==> src/rtl/atm_rx_pkg.sv <==
package atm_rx_pkg;

    localparam int CELL_BYTES = 53;
    localparam int HDR_BYTES  = 4;
    localparam int HDR_BITS   = HDR_BYTES * 8;
    localparam int CW_BITS    = HDR_BITS + 8;
    localparam int IDX_W      = $clog2(CELL_BYTES);
    localparam int PIPE_DEPTH = HDR_BYTES + 1;
    localparam logic [7:0] COSET_VAL = 8'h55;
    localparam logic [7:0] HEC_POLY  = 8'h07;

    typedef enum logic [1:0] {
        DLN_HUNT    = 2'd0,
        DLN_PRESYNC = 2'd1,
        DLN_SYNC    = 2'd2
    } dln_e;

    typedef enum logic {
        MODE_CORR = 1'b0,
        MODE_DET  = 1'b1
    } rxmode_e;

    typedef struct packed {
        logic       vld;
        logic       keep;
        logic       eoc;
        logic [7:0] data;
    } stage_t;

    // CRC-8 over the header, MSB of the first byte processed first
    function automatic logic [7:0] hec_crc(input logic [HDR_BITS-1:0] bits);
        logic [7:0] r;
        logic       fb;
        r = '0;
        for (int i = HDR_BITS - 1; i >= 0; i--) begin
            fb = r[7] ^ bits[i];
            r  = {r[6:0], 1'b0};
            if (fb) r = r ^ HEC_POLY;
        end
        return r;
    endfunction

    // Syndrome produced by a single flipped bit at codeword position pos
    // (positions 0..7 are HEC bits, 8.. are header bits)
    function automatic logic [7:0] pos_syndrome(input int pos);
        logic [HDR_BITS-1:0] e;
        logic [7:0]          s;
        e = '0;
        s = '0;
        if (pos < 8) begin
            s[pos] = 1'b1;
        end else begin
            e[pos-8] = 1'b1;
            s = hec_crc(e);
        end
        return s;
    endfunction

endpackage

==> src/rtl/atm_hec_chk.sv <==
module atm_hec_chk
    import atm_rx_pkg::*;
(
    input  logic [HDR_BITS-1:0] hdr_i,
    input  logic [7:0]          hec_i,
    output logic                err_o,
    output logic                fix_ok_o,
    output logic [CW_BITS-1:0]  flip_o
);

    logic [7:0] syn;

    assign syn   = hec_crc(hdr_i) ^ hec_i;
    assign err_o = |syn;

    // one comparator per correctable bit position
    for (genvar j = 0; j < CW_BITS; j++) begin : g_pos
        localparam logic [7:0] SYN_J = pos_syndrome(j);
        assign flip_o[j] = (syn == SYN_J);
    end

    assign fix_ok_o = |flip_o;

endmodule

==> src/rtl/atm_hdr_match.sv <==
module atm_hdr_match
    import atm_rx_pkg::*;
(
    input  logic [HDR_BITS-1:0] hdr_i,
    output logic                idle_o,
    output logic                unas_o
);

    logic upper_zero;

    assign upper_zero = (hdr_i[HDR_BITS-1:8] == '0);
    assign idle_o     = upper_zero & (hdr_i[7:0] == 8'h01);
    assign unas_o     = upper_zero & (hdr_i[7:0] == 8'h00);

endmodule

==> src/rtl/atm_hdr_proc.sv <==
module atm_hdr_proc
    import atm_rx_pkg::*;
#(
    parameter int CNT_W = 16
) (
    input  logic             clk,
    input  logic             rst_n,
    input  logic             in_valid,
    input  logic             in_sop,
    input  logic [7:0]       in_data,
    input  logic [1:0]       dln_state,
    input  logic             cfg_coset,
    input  logic             cfg_fix_en,
    input  logic             cfg_pass_err,
    input  logic             cfg_drop_idle,
    input  logic             cfg_drop_unas,
    output logic             out_we,
    output logic [7:0]       out_data,
    output logic             out_eoc,
    output logic [CNT_W-1:0] fixed_cnt,
    output logic [CNT_W-1:0] bad_cnt
);

    localparam logic [CNT_W-1:0] CNT_MAX  = '1;
    localparam logic [IDX_W-1:0] HEC_IDX  = IDX_W'(HDR_BYTES);
    localparam logic [IDX_W-1:0] LAST_IDX = IDX_W'(CELL_BYTES - 1);

    typedef struct packed {
        logic [IDX_W-1:0]              idx;
        logic                          in_cell;
        rxmode_e                       mode;
        logic                          cell_keep;
        stage_t [PIPE_DEPTH-1:0]       stg;
        logic [CNT_W-1:0]              fcnt;
        logic [CNT_W-1:0]              bcnt;
    } st_t;

    st_t st_d, st_q;

    // byte position tracking
    logic [IDX_W-1:0] cur_idx;
    logic             acc, at_hec, at_last;

    assign cur_idx = in_sop ? '0 : st_q.idx;
    assign acc     = in_valid & (in_sop | st_q.in_cell);
    assign at_hec  = acc & (cur_idx == HEC_IDX);
    assign at_last = acc & (cur_idx == LAST_IDX);

    // header bytes 0..3 sit in the delay line when the HEC byte arrives
    logic [HDR_BITS-1:0] hdr_rx;
    for (genvar k = 0; k < HDR_BYTES; k++) begin : g_hdr
        assign hdr_rx[HDR_BITS-1-8*k -: 8] = st_q.stg[HDR_BYTES-1-k].data;
    end

    logic [7:0]          hec_cmp;
    logic                err, fix_ok;
    logic [CW_BITS-1:0]  flip;

    assign hec_cmp = in_data ^ (cfg_coset ? COSET_VAL : 8'h00);

    atm_hec_chk i_hec_chk (
        .hdr_i    (hdr_rx),
        .hec_i    (hec_cmp),
        .err_o    (err),
        .fix_ok_o (fix_ok),
        .flip_o   (flip)
    );

    logic                do_fix, unfixed;
    logic [CW_BITS-1:0]  cw_fix;
    logic [HDR_BITS-1:0] hdr_fix;
    logic [7:0]          hec_fix;
    logic                is_idle, is_unas, drop_flt, keep_new;

    assign do_fix  = err & cfg_fix_en & (st_q.mode == MODE_CORR) & fix_ok;
    assign unfixed = err & ~do_fix;
    assign cw_fix  = {hdr_rx, in_data} ^ (do_fix ? flip : '0);
    assign hdr_fix = cw_fix[CW_BITS-1:8];
    assign hec_fix = cw_fix[7:0];

    atm_hdr_match i_hdr_match (
        .hdr_i  (hdr_fix),
        .idle_o (is_idle),
        .unas_o (is_unas)
    );

    assign drop_flt = ~unfixed & ((cfg_drop_idle & is_idle) | (cfg_drop_unas & is_unas));
    assign keep_new = unfixed ? (cfg_pass_err & (dln_state == DLN_SYNC)) : ~drop_flt;

    always_comb begin
        st_d = st_q;
        if (acc) begin
            st_d.idx     = cur_idx + 1'b1;
            st_d.in_cell = ~at_last;
        end
        // shift the delay line every cycle
        st_d.stg[0].vld  = acc;
        st_d.stg[0].keep = st_q.cell_keep & (cur_idx > HEC_IDX);
        st_d.stg[0].eoc  = at_last;
        st_d.stg[0].data = in_data;
        for (int k = 1; k < PIPE_DEPTH; k++) begin
            st_d.stg[k] = st_q.stg[k-1];
        end
        // on the HEC byte, reload the header with the verdict and repair
        if (at_hec) begin
            st_d.cell_keep = keep_new;
            for (int k = 0; k < HDR_BYTES; k++) begin
                st_d.stg[PIPE_DEPTH-1-k].vld  = 1'b1;
                st_d.stg[PIPE_DEPTH-1-k].keep = keep_new;
                st_d.stg[PIPE_DEPTH-1-k].eoc  = 1'b0;
                st_d.stg[PIPE_DEPTH-1-k].data = hdr_fix[HDR_BITS-1-8*k -: 8];
            end
            st_d.stg[0].vld  = 1'b1;
            st_d.stg[0].keep = keep_new;
            st_d.stg[0].eoc  = 1'b0;
            st_d.stg[0].data = hec_fix;
            st_d.mode = err ? MODE_DET : MODE_CORR;
            if (do_fix && st_q.fcnt != CNT_MAX) st_d.fcnt = st_q.fcnt + 1'b1;
            if (unfixed && st_q.bcnt != CNT_MAX) st_d.bcnt = st_q.bcnt + 1'b1;
        end
    end

    always_ff @(posedge clk) begin
        if (!rst_n) st_q <= '0;
        else        st_q <= st_d;
    end

    assign out_we    = st_q.stg[PIPE_DEPTH-1].vld & st_q.stg[PIPE_DEPTH-1].keep;
    assign out_data  = st_q.stg[PIPE_DEPTH-1].data;
    assign out_eoc   = out_we & st_q.stg[PIPE_DEPTH-1].eoc;
    assign fixed_cnt = st_q.fcnt;
    assign bad_cnt   = st_q.bcnt;

    // ---------------- assertions ----------------
    AST_IN_CONTIG: assert property (@(posedge clk) disable iff (!rst_n) st_q.in_cell |-> in_valid);
    AST_MODE_AFTER_ERR: assert property (@(posedge clk) disable iff (!rst_n) (at_hec && err) |=> (st_q.mode == MODE_DET));
    AST_DET_ERR_UNFIXED: assert property (@(posedge clk) disable iff (!rst_n) (at_hec && err && st_q.mode == MODE_DET) |=> (st_q.bcnt == CNT_MAX || st_q.bcnt == $past(st_q.bcnt) + 1'b1));
    AST_FLIP_ONEHOT: assert property (@(posedge clk) disable iff (!rst_n) at_hec |-> $onehot0(flip));
    AST_FCNT_STEP: assert property (@(posedge clk) disable iff (!rst_n) 1'b1 |=> (st_q.fcnt == $past(st_q.fcnt) || st_q.fcnt == $past(st_q.fcnt) + 1'b1));
    AST_FCNT_SAT: assert property (@(posedge clk) disable iff (!rst_n) (st_q.fcnt == CNT_MAX) |=> (st_q.fcnt == CNT_MAX));
    AST_BCNT_SAT: assert property (@(posedge clk) disable iff (!rst_n) (st_q.bcnt == CNT_MAX) |=> (st_q.bcnt == CNT_MAX));

endmodule

==> config.mk <==
export PLATFORM = sky130hd
export DESIGN_NAME = atm_hdr_proc
export DESIGN_NICKNAME = d
export VERILOG_FILES = /design/src/rtl/atm_rx_pkg.sv /design/src/rtl/atm_hec_chk.sv /design/src/rtl/atm_hdr_match.sv /design/src/rtl/atm_hdr_proc.sv
export SDC_FILE = /design/constraint.sdc
export NUM_CORES = 1
export LEC_CHECK = 0
export BUFFER_PORTS_ARGS = -buffer_cell sky130_fd_sc_hd__buf_2
export CELL_PAD_IN_SITES_DETAIL_PLACEMENT = 0
export CELL_PAD_IN_SITES_GLOBAL_PLACEMENT = 1
export CORE_UTILIZATION = 42
export CTS_CLUSTER_DIAMETER = 60
export DETAILED_ROUTE_END_ITERATION = 16
export PLACE_DENSITY = 0.77
export SLEW_MARGIN = 15
export SYNTH_ARGS = -nofsm -noshare
export SYNTH_HDL_FRONTEND = slang
export SYNTH_SLANG_ARGS = --single-unit
==> constraint.sdc <==
create_clock -name clk -period 4.6 [get_ports clk]
set_input_delay 0.23 -clock clk [delete_from_list [all_inputs] [get_ports clk]]
set_output_delay 0.23 -clock clk [all_outputs]
set_load 0.05 [all_outputs]
==> run_results.csv, run 1 <==
group,metric,value,unit
run_status,outcome,"finished with violations",
run_status,violations,"setup timing",
critical_path,r2r-start,"hdr_rx[24]$_SDFF_PN0_",
logic_synthesis,synth-edff-count,0,
grt,first_global_vias,6865,
routing,ant_nets,0,
power_and_ir_drop,p_total,5.82,mW
clock_network,htree_num_levels,3,
power_and_ir_drop,clkPwrFrac,13.7,%
critical_path,crit_chain,"xnor2_2 > buf_4 > xor3_1 > buf_4 > xnor3_1 > xnor2_2 > xnor2_2 > buf_6 > buf_6 > mux2i_4 > buf_6 > buf_4 > nor2_1 > a22oi_1 > a21oi_2 > or4_4 > o211a_1 > a2111o_1 > o211ai_1",
routing,routed_wl,26000,microns
logic_synthesis,syn_area_per_cell,8.39,sq um
final_layout,antennaDiodeCount,0,
power_and_ir_drop,p_per_area,571,nW/um^2
logic_synthesis,synth-xor-area-share,23.5,%
floorplan,ios,61,
floorplan,fp-row-count,47,
critical_path,critPathBufInv,6,
min_path,min_from,"in_data[2]",
logic_synthesis,synthAdderAreaFrac,0.688,%
critical_path,worstPathRequired,4880,ps
power_and_ir_drop,switching_share,44.1,%
power_and_ir_drop,p_int,3.25,mW
final_layout,finalInstanceArea,10200,sq um
clock_network,clkLatencyLatePin,360,ps
final_layout,ff_latch_area,1940,sq um
logic_synthesis,yosysUniqueCellTypes,68,
placed_design,dp_hpwl,19200,microns
flow_run,cap_violations,0,
logic_synthesis,synth_compound_area_share,12.2,%
timing,clock.fmax,214,MHz
clock_network,cts_buffer_depth,2,
logic_synthesis,ys_warn_count,0,
logic_synthesis,yosysTopAreaCell,"dfxtp_1",
power_and_ir_drop,p_seq_share,14.7,%
logic_synthesis,ys_seq_area_share,26.4,%
routing,post_drt_via_cell_ratio,5.69,
logic_synthesis,synth_top_area_share,26.4,%
floorplan,core,16800,sq um
floorplan,dieArea,17900,sq um
final_layout,finalNetCount,1094,
grt,grt_max_degree,50,
timing,tightest_slew,948,ps
critical_path,end_kind,"flop",
placed_design,place_area,8900,sq um
power_and_ir_drop,p_leak,4.18,nW
logic_synthesis,synth_area_leaders,"dfxtp_1 26%, xnor2_1 9.6%, xnor3_1 5.9%",
grt,gr-total-overflow,0,
floorplan,die_x,134,microns
clock_network,ctsHoldBuffers,0,
logic_synthesis,ys.flop_type,"dfxtp_1",
timing,worst_clock_skew,14.8,ps
grt,grt_pass1_wl,38900,microns
power_and_ir_drop,vdd_drop_max,0.324,mV
placed_design,placement.io_buffers,60,
critical_path,crit_family,"XOR/XNOR gates",
logic_synthesis,synth_seq_cells,96,
power_and_ir_drop,p_comb_share,71.5,%
timing,timing.final.ws_setup,-68.0,ps
routing,drc,0,
critical_path,crit_type,"reg2reg",
timing,hold_viol_final,0,
clock_network,numCtsBuffers,9,
timing,slew_headroom,36.8,%
routing,drtIter0Drc,702,
critical_path,crit_start,"hdr_rx[24]$_SDFF_PN0_",
floorplan,dieHeight,134,microns
clock_network,cts.clk_slew.worst_paths,80,ps
logic_synthesis,syn-num-nets,891,
clock_network,cts_tree,"yes",
logic_synthesis,synth_top_family_by_area,"simple AND/OR/NAND/NOR gates",
final_layout,drive_gt1_share,40.1,%
logic_synthesis,async_reset_ff_share,0,%
logic_synthesis,synth_cells,868,
critical_path,slowest_delay,550,ps
critical_path,startpoint_type,"flop",
grt,use_met1,40.6,%
timing,rsz0062_at_grt,"true",
grt,globalRouteTotalUtil,28.8,%
timing,setup_violations,5,
timing,period_minus_slack,4670,ps
clock_network,clockRootBuffer,"clkbuf_16",
routing,wire_per_inst,20.1,microns
critical_path,critPathMaxFanout,6,
min_path,hp-class,"in2reg",
grt,grt_busiest_layer,"met2",
grt,antenna_found_initial,0,
grt,use_met3,3.92,%
timing,min_period_over_period,101,%
timing,slew_viol_final,0,
grt,grtUsageMet2,44.3,%
logic_synthesis,syn_area,7280,sq um
final_layout,syn_to_final_growth,40.0,%
logic_synthesis,muxShareOfSynthArea,4.16,%
logic_synthesis,synthSimpleGateAreaFrac,25.1,%
critical_path,cp.arrival,4940,ps
critical_path,cp_slowest_cell,"or4_4",
power_and_ir_drop,p_sw,2.57,mW
floorplan,initial_core_util,43.4,%
clock_network,numClockSinks,96,
final_layout,multi_input_area,5460,sq um
routing,dr_total_vias,7368,
routing,first_pass_iters,5,
placed_design,routabilityCongestion,0.970,
final_layout,fillerInstances,1470,
[placed cells by master (no fill, tap or decap), types with 7 or more instances in the layout]
cell type,n
mux2i_1,9
nand3_1,28
xnor3_1,13
xnor3_2,7
o31ai_1,7
xor2_2,7
nor4_1,13
xnor2_2,14
o21a_1,7
nor3_1,31
nand4_1,27
and3_1,19
a21oi_1,15
xor2_1,26
nor4_2,17
buf_2,60
mux2i_4,8
nand2b_1,8
or4_4,8
or3_1,8
buf_6,16
o21ai_0,24
and2_1,10
nor2_1,95
xnor2_1,69
clkbuf_16,10
buf_4,203
o211ai_1,12
a21oi_2,7
dfxtp_1,89
inv_1,11
nand2_1,49
[synthesized netlist by cell type (4+ instances only)]
library cell,count
nand2b_1,8
nand3_1,32
nand2_1,50
xnor2_1,80
or4_1,12
o31ai_1,9
o211ai_1,12
o21ai_0,28
xnor3_1,19
ha_1,4
inv_1,12
nor4_1,35
a21oi_1,22
mux2_2,5
nor2b_1,5
nor2_1,98
o41ai_1,4
buf_2,18
nand3b_1,5
clkbuf_1,32
nor3_1,35
mux2i_1,18
o2111ai_1,4
nand4_1,27
a211oi_1,6
or3_1,9
a22oi_1,7
and2_1,12
mux2i_2,4
xnor2_2,6
buf_4,42
dfxtp_1,96
xor2_1,33
a31oi_1,4
o21a_1,7
and3_1,19
[timing repair]
item / CTS / global route
gates cloned: 1 / 1
endpoints found under the setup margin: 60 / 62
pin swaps: 23 / 46
setup buffers: 8 / 17
resized for setup: 51 / 106
[worst paths after layout]
| kind | cells past startpoint | slack [ps] | endpoint |
|---|---|---|---|
| max | 19 | -70 | st_q[74]$_SDFF_PN0_ |
| min | 3 | 140 | hdr_rx[2]$_SDFF_PN0_ |
| max reg2reg | 19 | -70 | st_q[74]$_SDFF_PN0_ |
| min reg2reg | 2 | 440 | st_q[86]$_SDFF_PN0_ |
[metal layers]
layer / wire [microns] / vias to the layer above
li1: - / 3464
met4: 1050 / 0
met2: 11600 / 330
met5: 0 / -
met1: 11500 / 3509
met3: 1770 / 65
[stage by stage]
step	utilization, %	setup TNS (ps)	cells	hold slack, ps	setup WS, ps
2_1_floorplan	-	0	868	375	25.7
3_3_place_gp	53.1	-4970	1254	421	-448
3_5_place_dp	53.1	-5810	1254	429	-455
4_1_cts	56.8	0	1277	140	6.78
5_1_grt	60.8	-2730	1295	155	-217
6_report	60.8	-309	1295	143	-68.0
[cells by family (layout without fill, tap and decap cells)]
group	Yosys count	in the layout
buffers and inverters	107	314
AOI/OAI and AO/OA	129	129
xor gates and xnor gates	146	146
muxes	28	28
and+or+nand+nor	358	358
DFF	96	96
adders and majority gates	4	4
[power by group through the flow]
stage	Clock (mW)	Combinational [mW]	Sequential (mW)
after global routing	0.841	4.33	0.858
after detailed placement	0	3.21	0.878
after CTS	0.809	3.54	0.857
after floorplan	0	1.51	0.872
final	0.799	4.16	0.857
after global placement	0	3.22	0.878
[cell type report]
type                       instances  share of cell area, %
sequential                        96                   19.1
inverter                          12                  0.442
clock inverter                     6                  0.675
tap                              220                   2.70
timing repair buffer             287                   21.3
multi-input combinational        665                   53.6
clock buffer                       9                   2.21
[state kept, by name (all words and copies together), names as in the netlist]
register   flops
bad_cnt       16
fixed_cnt     16
hdr_rx        32
out_data       8
st_q          24
[tightest hold or removal path, cell delays in order]
cell     delay (ps)
buf_2           100
xnor2_1          70
nor2_1           70
Note: power is estimated with default switching activity, not from simulation.
==> run 2: changes to the inputs <==
--- a/config.mk
+++ b/config.mk
@@ -11,7 +11,7 @@
 export CORE_UTILIZATION = 42
 export CTS_CLUSTER_DIAMETER = 60
 export DETAILED_ROUTE_END_ITERATION = 16
-export PLACE_DENSITY = 0.77
+export PLACE_DENSITY_LB_ADDON = 0.1
 export SLEW_MARGIN = 15
 export SYNTH_ARGS = -nofsm -noshare
 export SYNTH_HDL_FRONTEND = slang
==> run 2 against run 1 <==
The flow still finishes with violations (setup timing). Combinational power is 3% lower. Register-to-register slack lost 20 ps. Hold slack improved by 9.1 ps. Critical endpoint is now st_q[87]$_SDFFE_PN0P_. Largest power group unchanged.
==> run_results.csv, run 2 (synthesis results as in run 1) <==
group,metric,value,unit
run_status,outcome,"finished with violations",
run_status,violations,"setup timing",
grt,grt_max_degree,55,
routing,drtIter0Drc,664,
timing,min_period_over_period,102,%
floorplan,ios,61,
critical_path,worstPathRequired,4870,ps
clock_network,htree_num_levels,3,
timing,worst_clock_skew,9.92,ps
floorplan,die_x,134,microns
routing,post_drt_via_cell_ratio,5.72,
grt,grt_pass1_wl,40700,microns
routing,first_pass_iters,5,
routing,wire_per_inst,21.0,microns
critical_path,cp_slowest_cell,"or4_4",
timing,slew_headroom,26.0,%
final_layout,fillerInstances,1484,
critical_path,end_kind,"flop",
routing,routed_wl,27300,microns
flow_run,cap_violations,0,
routing,dr_total_vias,7425,
critical_path,critPathBufInv,4,
placed_design,place_area,8840,sq um
final_layout,finalNetCount,1097,
floorplan,fp-row-count,47,
routing,drc,0,
floorplan,dieArea,17900,sq um
critical_path,critPathMaxFanout,6,
floorplan,dieHeight,134,microns
power_and_ir_drop,p_leak,4.21,nW
grt,first_global_vias,7014,
routing,ant_nets,0,
placed_design,dpl_worst_slack,-532,ps
power_and_ir_drop,p_total,5.76,mW
timing,timing.final.ws_setup,-88.7,ps
floorplan,initial_core_util,43.4,%
final_layout,drive_gt1_share,38.6,%
critical_path,slowest_delay,610,ps
clock_network,cts.clk_slew.worst_paths,70,ps
power_and_ir_drop,vdd_drop_max,0.616,mV
final_layout,syn_to_final_growth,39.5,%
clock_network,cts_tree,"yes",
timing,hold_viol_final,0,
final_layout,layout_commonest_cell,"buf_4",
critical_path,crit_start,"hdr_rx[16]$_SDFF_PN0_",
timing,tightest_slew,1110,ps
final_layout,largest_register_ffs,32,
critical_path,r2r-start,"hdr_rx[16]$_SDFF_PN0_",
timing,clock.fmax,213,MHz
grt,gr-total-overflow,0,
clock_network,clkLatencyLatePin,360,ps
placed_design,routabilityCongestion,0.972,
critical_path,crit_type,"reg2reg",
critical_path,cp.arrival,4960,ps
final_layout,ff_latch_area,1950,sq um
timing,period_minus_slack,4690,ps
timing,rsz0062_at_grt,"true",
critical_path,startpoint_type,"flop",
placed_design,dp_hpwl,20500,microns
clock_network,numClockSinks,96,
timing,fin_hold_ws,152,ps
placed_design,placement.io_buffers,60,
floorplan,core,16800,sq um
clock_network,clockRootBuffer,"clkbuf_16",
final_layout,layout_common_cells,"205 x buf_4, 95 x nor2_1, 84 x dfxtp_1, 66 x xnor2_1, 60 x buf_2",
critical_path,crit_chain,"xnor2_2 > buf_4 > xnor3_2 > xor2_4 > buf_12 > xor2_4 > xnor2_4 > buf_6 > buf_6 > mux2_2 > nand4_1 > o2111ai_2 > or4_4 > o211a_1 > a2111o_1 > o211ai_1",
clock_network,cts_buffer_depth,2,
final_layout,multi_input_area,5360,sq um
timing,setup_violations,5,
critical_path,crit_family,"XOR/XNOR gates",
min_path,hp-class,"in2reg",
min_path,min_from,"in_data[1]",
timing,finalSetupTns,-362,ps
power_and_ir_drop,p_per_area,567,nW/um^2
grt,globalRouteTotalUtil,30.3,%
final_layout,antennaDiodeCount,0,
final_layout,finalInstanceArea,10200,sq um
grt,antenna_found_initial,0,
timing,slew_viol_final,0,
clock_network,numCtsBuffers,9,
[run 2: worst min-delay path, cell delays in order]
cell and delay, ps:
buf_2 110, xnor2_1 70, nor2_1 70
[run 2: layout make-up]
| cell class | count | share of cell area (%) |
|---|---|---|
| Clock inverter | 6 | 0.949 |
| Inverter | 12 | 0.443 |
| Tap cell | 220 | 2.71 |
| Multi-Input combinational cell | 665 | 52.8 |
| Timing Repair Buffer | 290 | 21.6 |
| Sequential cell | 96 | 19.2 |
| Clock buffer | 10 | 2.35 |
[run 2: path summary, 6_finish.rpt]
path              cells after the start               endpoint  slack [ps]
setup / recovery                     16  st_q[87]$_SDFFE_PN0P_         -90
hold / removal                        3   hdr_rx[1]$_SDFF_PN0_         150
setup reg to reg                     16  st_q[87]$_SDFFE_PN0P_         -90
hold reg to reg                       2    st_q[86]$_SDFF_PN0_         450
[run 2: what timing repair did]
item,4_1_cts,5_1_grt
pin swaps,8,26
buffers inserted,11,23
gates resized for setup,66,72
gates cloned,1,3
endpoints found under the setup margin,52,60
hold endpoints to repair,0,0
hold buffers,0,0
[run 2: per-layer routing]
metal | GRT usage [%] | wire length, microns | vias up
li1 | - | - | 3466
met2 | 47.7 | 12400 | 310
met3 | 4.30 | 1970 | 50
met4 | 10.7 | 860 | 0
met1 | 42.2 | 12100 | 3599
met5 | 0 | 0 | -
[run 2: report_power, final]
part / total, mW / switching (mW) / internal (mW) / leakage, nW
sequential: 0.856 / 0.0143 / 0.842 / 0.786
clock: 0.862 / 0.362 / 0.500 / 0.162
combinational: 4.05 / 2.13 / 1.91 / 3.26
[run 2: through the flow]
step | util, % | cells
CTS | 57.1 | 1274
global placement | 52.7 | 1246
detailed placement | 52.7 | 1246
global route | 60.6 | 1299
floorplan | - | 868
finish | 60.6 | 1299
==> run 3: changes to the inputs <==
--- a/config.mk
+++ b/config.mk
@@ -12,6 +12,7 @@
 export CTS_CLUSTER_DIAMETER = 60
 export DETAILED_ROUTE_END_ITERATION = 16
 export PLACE_DENSITY_LB_ADDON = 0.1
+export REMOVE_ABC_BUFFERS = 1
 export SLEW_MARGIN = 15
 export SYNTH_ARGS = -nofsm -noshare
 export SYNTH_HDL_FRONTEND = slang
==> run 3 against run 2 <==
Worst setup slack improved by 91 ps. Core utilization increased by 1.6 points. Combinational power increased by 1%. Sequential power about the same. Die area unchanged. Clock power decreased by 6.6%. Count of clock-buffer cells in the layout decreased by 1. Final cell count increased by 1.2%. Fmax increased by 2.0%. Largest cell class unchanged. The run now ends clean.
==> run_results.csv, run 3 (synthesis results as in run 1) <==
group,metric,value,unit
min_path,whs_path_depth,3,
timing,slew_viol_final,0,
power_and_ir_drop,switching_share,44.6,%
power_and_ir_drop,p_sw,2.57,mW
floorplan,core,16800,sq um
routing,wire_per_inst,21.3,microns
floorplan,dieHeight,134,microns
timing,clock.fmax,217,MHz
critical_path,rr_endpoint,"st_q[74]$_SDFF_PN0_",
timing,slew_headroom,30.2,%
final_layout,antennaDiodeCount,0,
grt,grt_max_degree,49,
clock_network,clkLatencyLatePin,360,ps
floorplan,die_x,134,microns
routing,post_drt_via_cell_ratio,5.77,
timing,setup_violations,0,
clock_network,clockRootBuffer,"clkbuf_16",
timing,min_period_over_period,100,%
timing,rsz0062_at_grt,"true",
clock_network,ctsHoldBuffers,0,
min_path,hp-class,"in2reg",
placed_design,dpl_worst_slack,-591,ps
power_and_ir_drop,p_seq_share,14.9,%
grt,first_global_vias,7168,
power_and_ir_drop,p_leak,4.33,nW
run_status,outcome,"completed",
final_layout,ff_latch_area,1940,sq um
power_and_ir_drop,p_int,3.20,mW
critical_path,startpoint_type,"flop",
clock_network,htree_num_levels,3,
critical_path,cp_slowest_cell,"xnor3_2",
critical_path,crit_type,"reg2reg",
routing,dr_total_vias,7577,
grt,grt_pass1_wl,41800,microns
flow_run,cap_violations,0,
timing,timing.final.ws_setup,2.27,ps
grt,antenna_found_initial,0,
critical_path,crit_chain,"xnor2_2 > buf_6 > xnor3_2 > xnor2_4 > buf_6 > xnor2_4 > buf_4 > xor2_2 > buf_4 > mux2i_2 > buf_4 > nor4_1 > a31oi_1 > nand4b_1 > buf_4 > or4_4 > o211a_1 > a2111o_1 > o211ai_1",
final_layout,syn_to_final_growth,43.3,%
power_and_ir_drop,p_comb_share,71.2,%
placed_design,dp_hpwl,20900,microns
final_layout,layout_common_cells,"213 x buf_4, 94 x nor2_1, 85 x dfxtp_1, 63 x xnor2_1, 60 x buf_2",
critical_path,critPathMaxFanout,5,
routing,ant_nets,0,
critical_path,critPathBufInv,6,
clock_network,cts.clk_slew.worst_paths,70,ps
final_layout,fillerInstances,1465,
floorplan,ios,61,
routing,first_pass_iters,7,
grt,gr-total-overflow,0,
critical_path,crit_family,"XOR/XNOR gates",
final_layout,multi_input_area,5500,sq um
routing,routed_wl,27900,microns
clock_network,numCtsBuffers,9,
grt,globalRouteTotalUtil,30.9,%
final_layout,drive_gt1_share,41.1,%
critical_path,slowest_delay,480,ps
floorplan,initial_core_util,43.4,%
clock_network,numClockSinks,96,
timing,hold_viol_final,0,
placed_design,routabilityCongestion,1.03,
floorplan,fp-row-count,47,
routing,drtIter0Drc,668,
critical_path,end_kind,"flop",
critical_path,ff2ff_path_depth,19,
power_and_ir_drop,clkPwrFrac,14.0,%
clock_network,cts_tree,"yes",
timing,worst_clock_skew,12.8,ps
timing,period_minus_slack,4600,ps
timing,tightest_slew,1050,ps
final_layout,layout_commonest_cell,"buf_4",
power_and_ir_drop,p_per_area,553,nW/um^2
min_path,min_from,"in_data[7]",
critical_path,r2r-start,"hdr_rx[22]$_SDFF_PN0_",
critical_path,cp.arrival,4870,ps
clock_network,cts_buffer_depth,2,
final_layout,largest_register_ffs,32,
critical_path,cp_common_cell,"buf_4",
final_layout,finalNetCount,1112,
routing,drc,0,
critical_path,worstPathRequired,4880,ps
floorplan,dieArea,17900,sq um
placed_design,placement.io_buffers,60,
power_and_ir_drop,vdd_drop_max,0.454,mV
critical_path,reg2reg_slack,2,ps
min_path,whs_endpoint,"hdr_rx[7]$_SDFF_PN0_",
timing,fin_hold_ws,142,ps
## run 3: layer usage
metal  part of all wire, %  GRT usage (%)  up-vias
met5                     0              0        -
met4                   4.0           12.2        0
met3                   5.6           5.33       74
met2                    46           48.7      304
met1                    45           41.9     3694
li1                      -              -     3505
## run 3: worst max path at each step
stage / startpoint / to / slack [ps] / depth (start not counted)
after detailed placement: hdr_rx[30]$_SDFF_PN0_ / st_q[87]$_SDFFE_PN0P_ / -590 / 17
final: hdr_rx[22]$_SDFF_PN0_ / st_q[74]$_SDFF_PN0_ / 2 / 19
after floorplan: hdr_rx[30]$_SDFF_PN0_ / bad_cnt[11]$_SDFFE_PN0P_ / -3790 / 13
after CTS: hdr_rx[31]$_SDFF_PN0_ / fixed_cnt[14]$_SDFFE_PN0P_ / -20 / 18
after global routing: hdr_rx[25]$_SDFF_PN0_ / st_q[74]$_SDFF_PN0_ / -140 / 17
after global placement: hdr_rx[30]$_SDFF_PN0_ / st_q[85]$_SDFF_PN0_ / -650 / 17
## run 3: area by class of cell
cell class | count | area share (%)
Multi-Input combinational cell | 665 | 52.8
Timing Repair Buffer | 305 | 22.6
Sequential cell | 96 | 18.6
Tap cell | 220 | 2.64
Clock buffer | 9 | 2.16
Clock inverter | 7 | 0.852
Inverter | 12 | 0.432
## run 3: per-stage QoR
step	instances	TNS (ps)	util, %	total power, mW	area [sq um]
global placement	1261	-14240	53.4	3.96	8950
detailed placement	1261	-10710	53.4	3.96	8950
global route	1314	-1510	62.2	6.00	10400
floorplan	773	-155070	-	2.24	6740
finish	1314	0	62.2	5.77	10400
CTS	1294	-24.2	58.1	5.16	9740
## run 3: worst reg2reg max path, stage by stage (launching register included)
cell and delay (ps):
dfxtp_2 340, xnor2_2 170, buf_6 160, xnor3_2 490, xnor2_4 260, buf_6 150
xnor2_4 120, buf_4 140, xor2_2 180, buf_4 160, mux2i_2 280, buf_4 190
nor4_1 50, a31oi_1 180, nand4b_1 200, buf_4 190, or4_4 450, o211a_1 250
a2111o_1 440, o211ai_1 120
## run 3: power by group through the flow
stage | Combinational, mW | Clock [mW] | Sequential, mW
after CTS | 3.48 | 0.825 | 0.858
after global placement | 3.08 | 0 | 0.877
final | 4.11 | 0.805 | 0.858
after floorplan | 1.35 | 0 | 0.880
after global routing | 4.28 | 0.855 | 0.860
after detailed placement | 3.08 | 0 | 0.877
## run 3: what timing repair did
item | in CTS | in global routing
gates cloned | 2 | 0
buffers inserted | 15 | 21
pin swaps | 29 | 16
setup endpoints to repair | 56 | 71
resized for setup | 60 | 102
endpoints found under the hold margin | 0 | 0
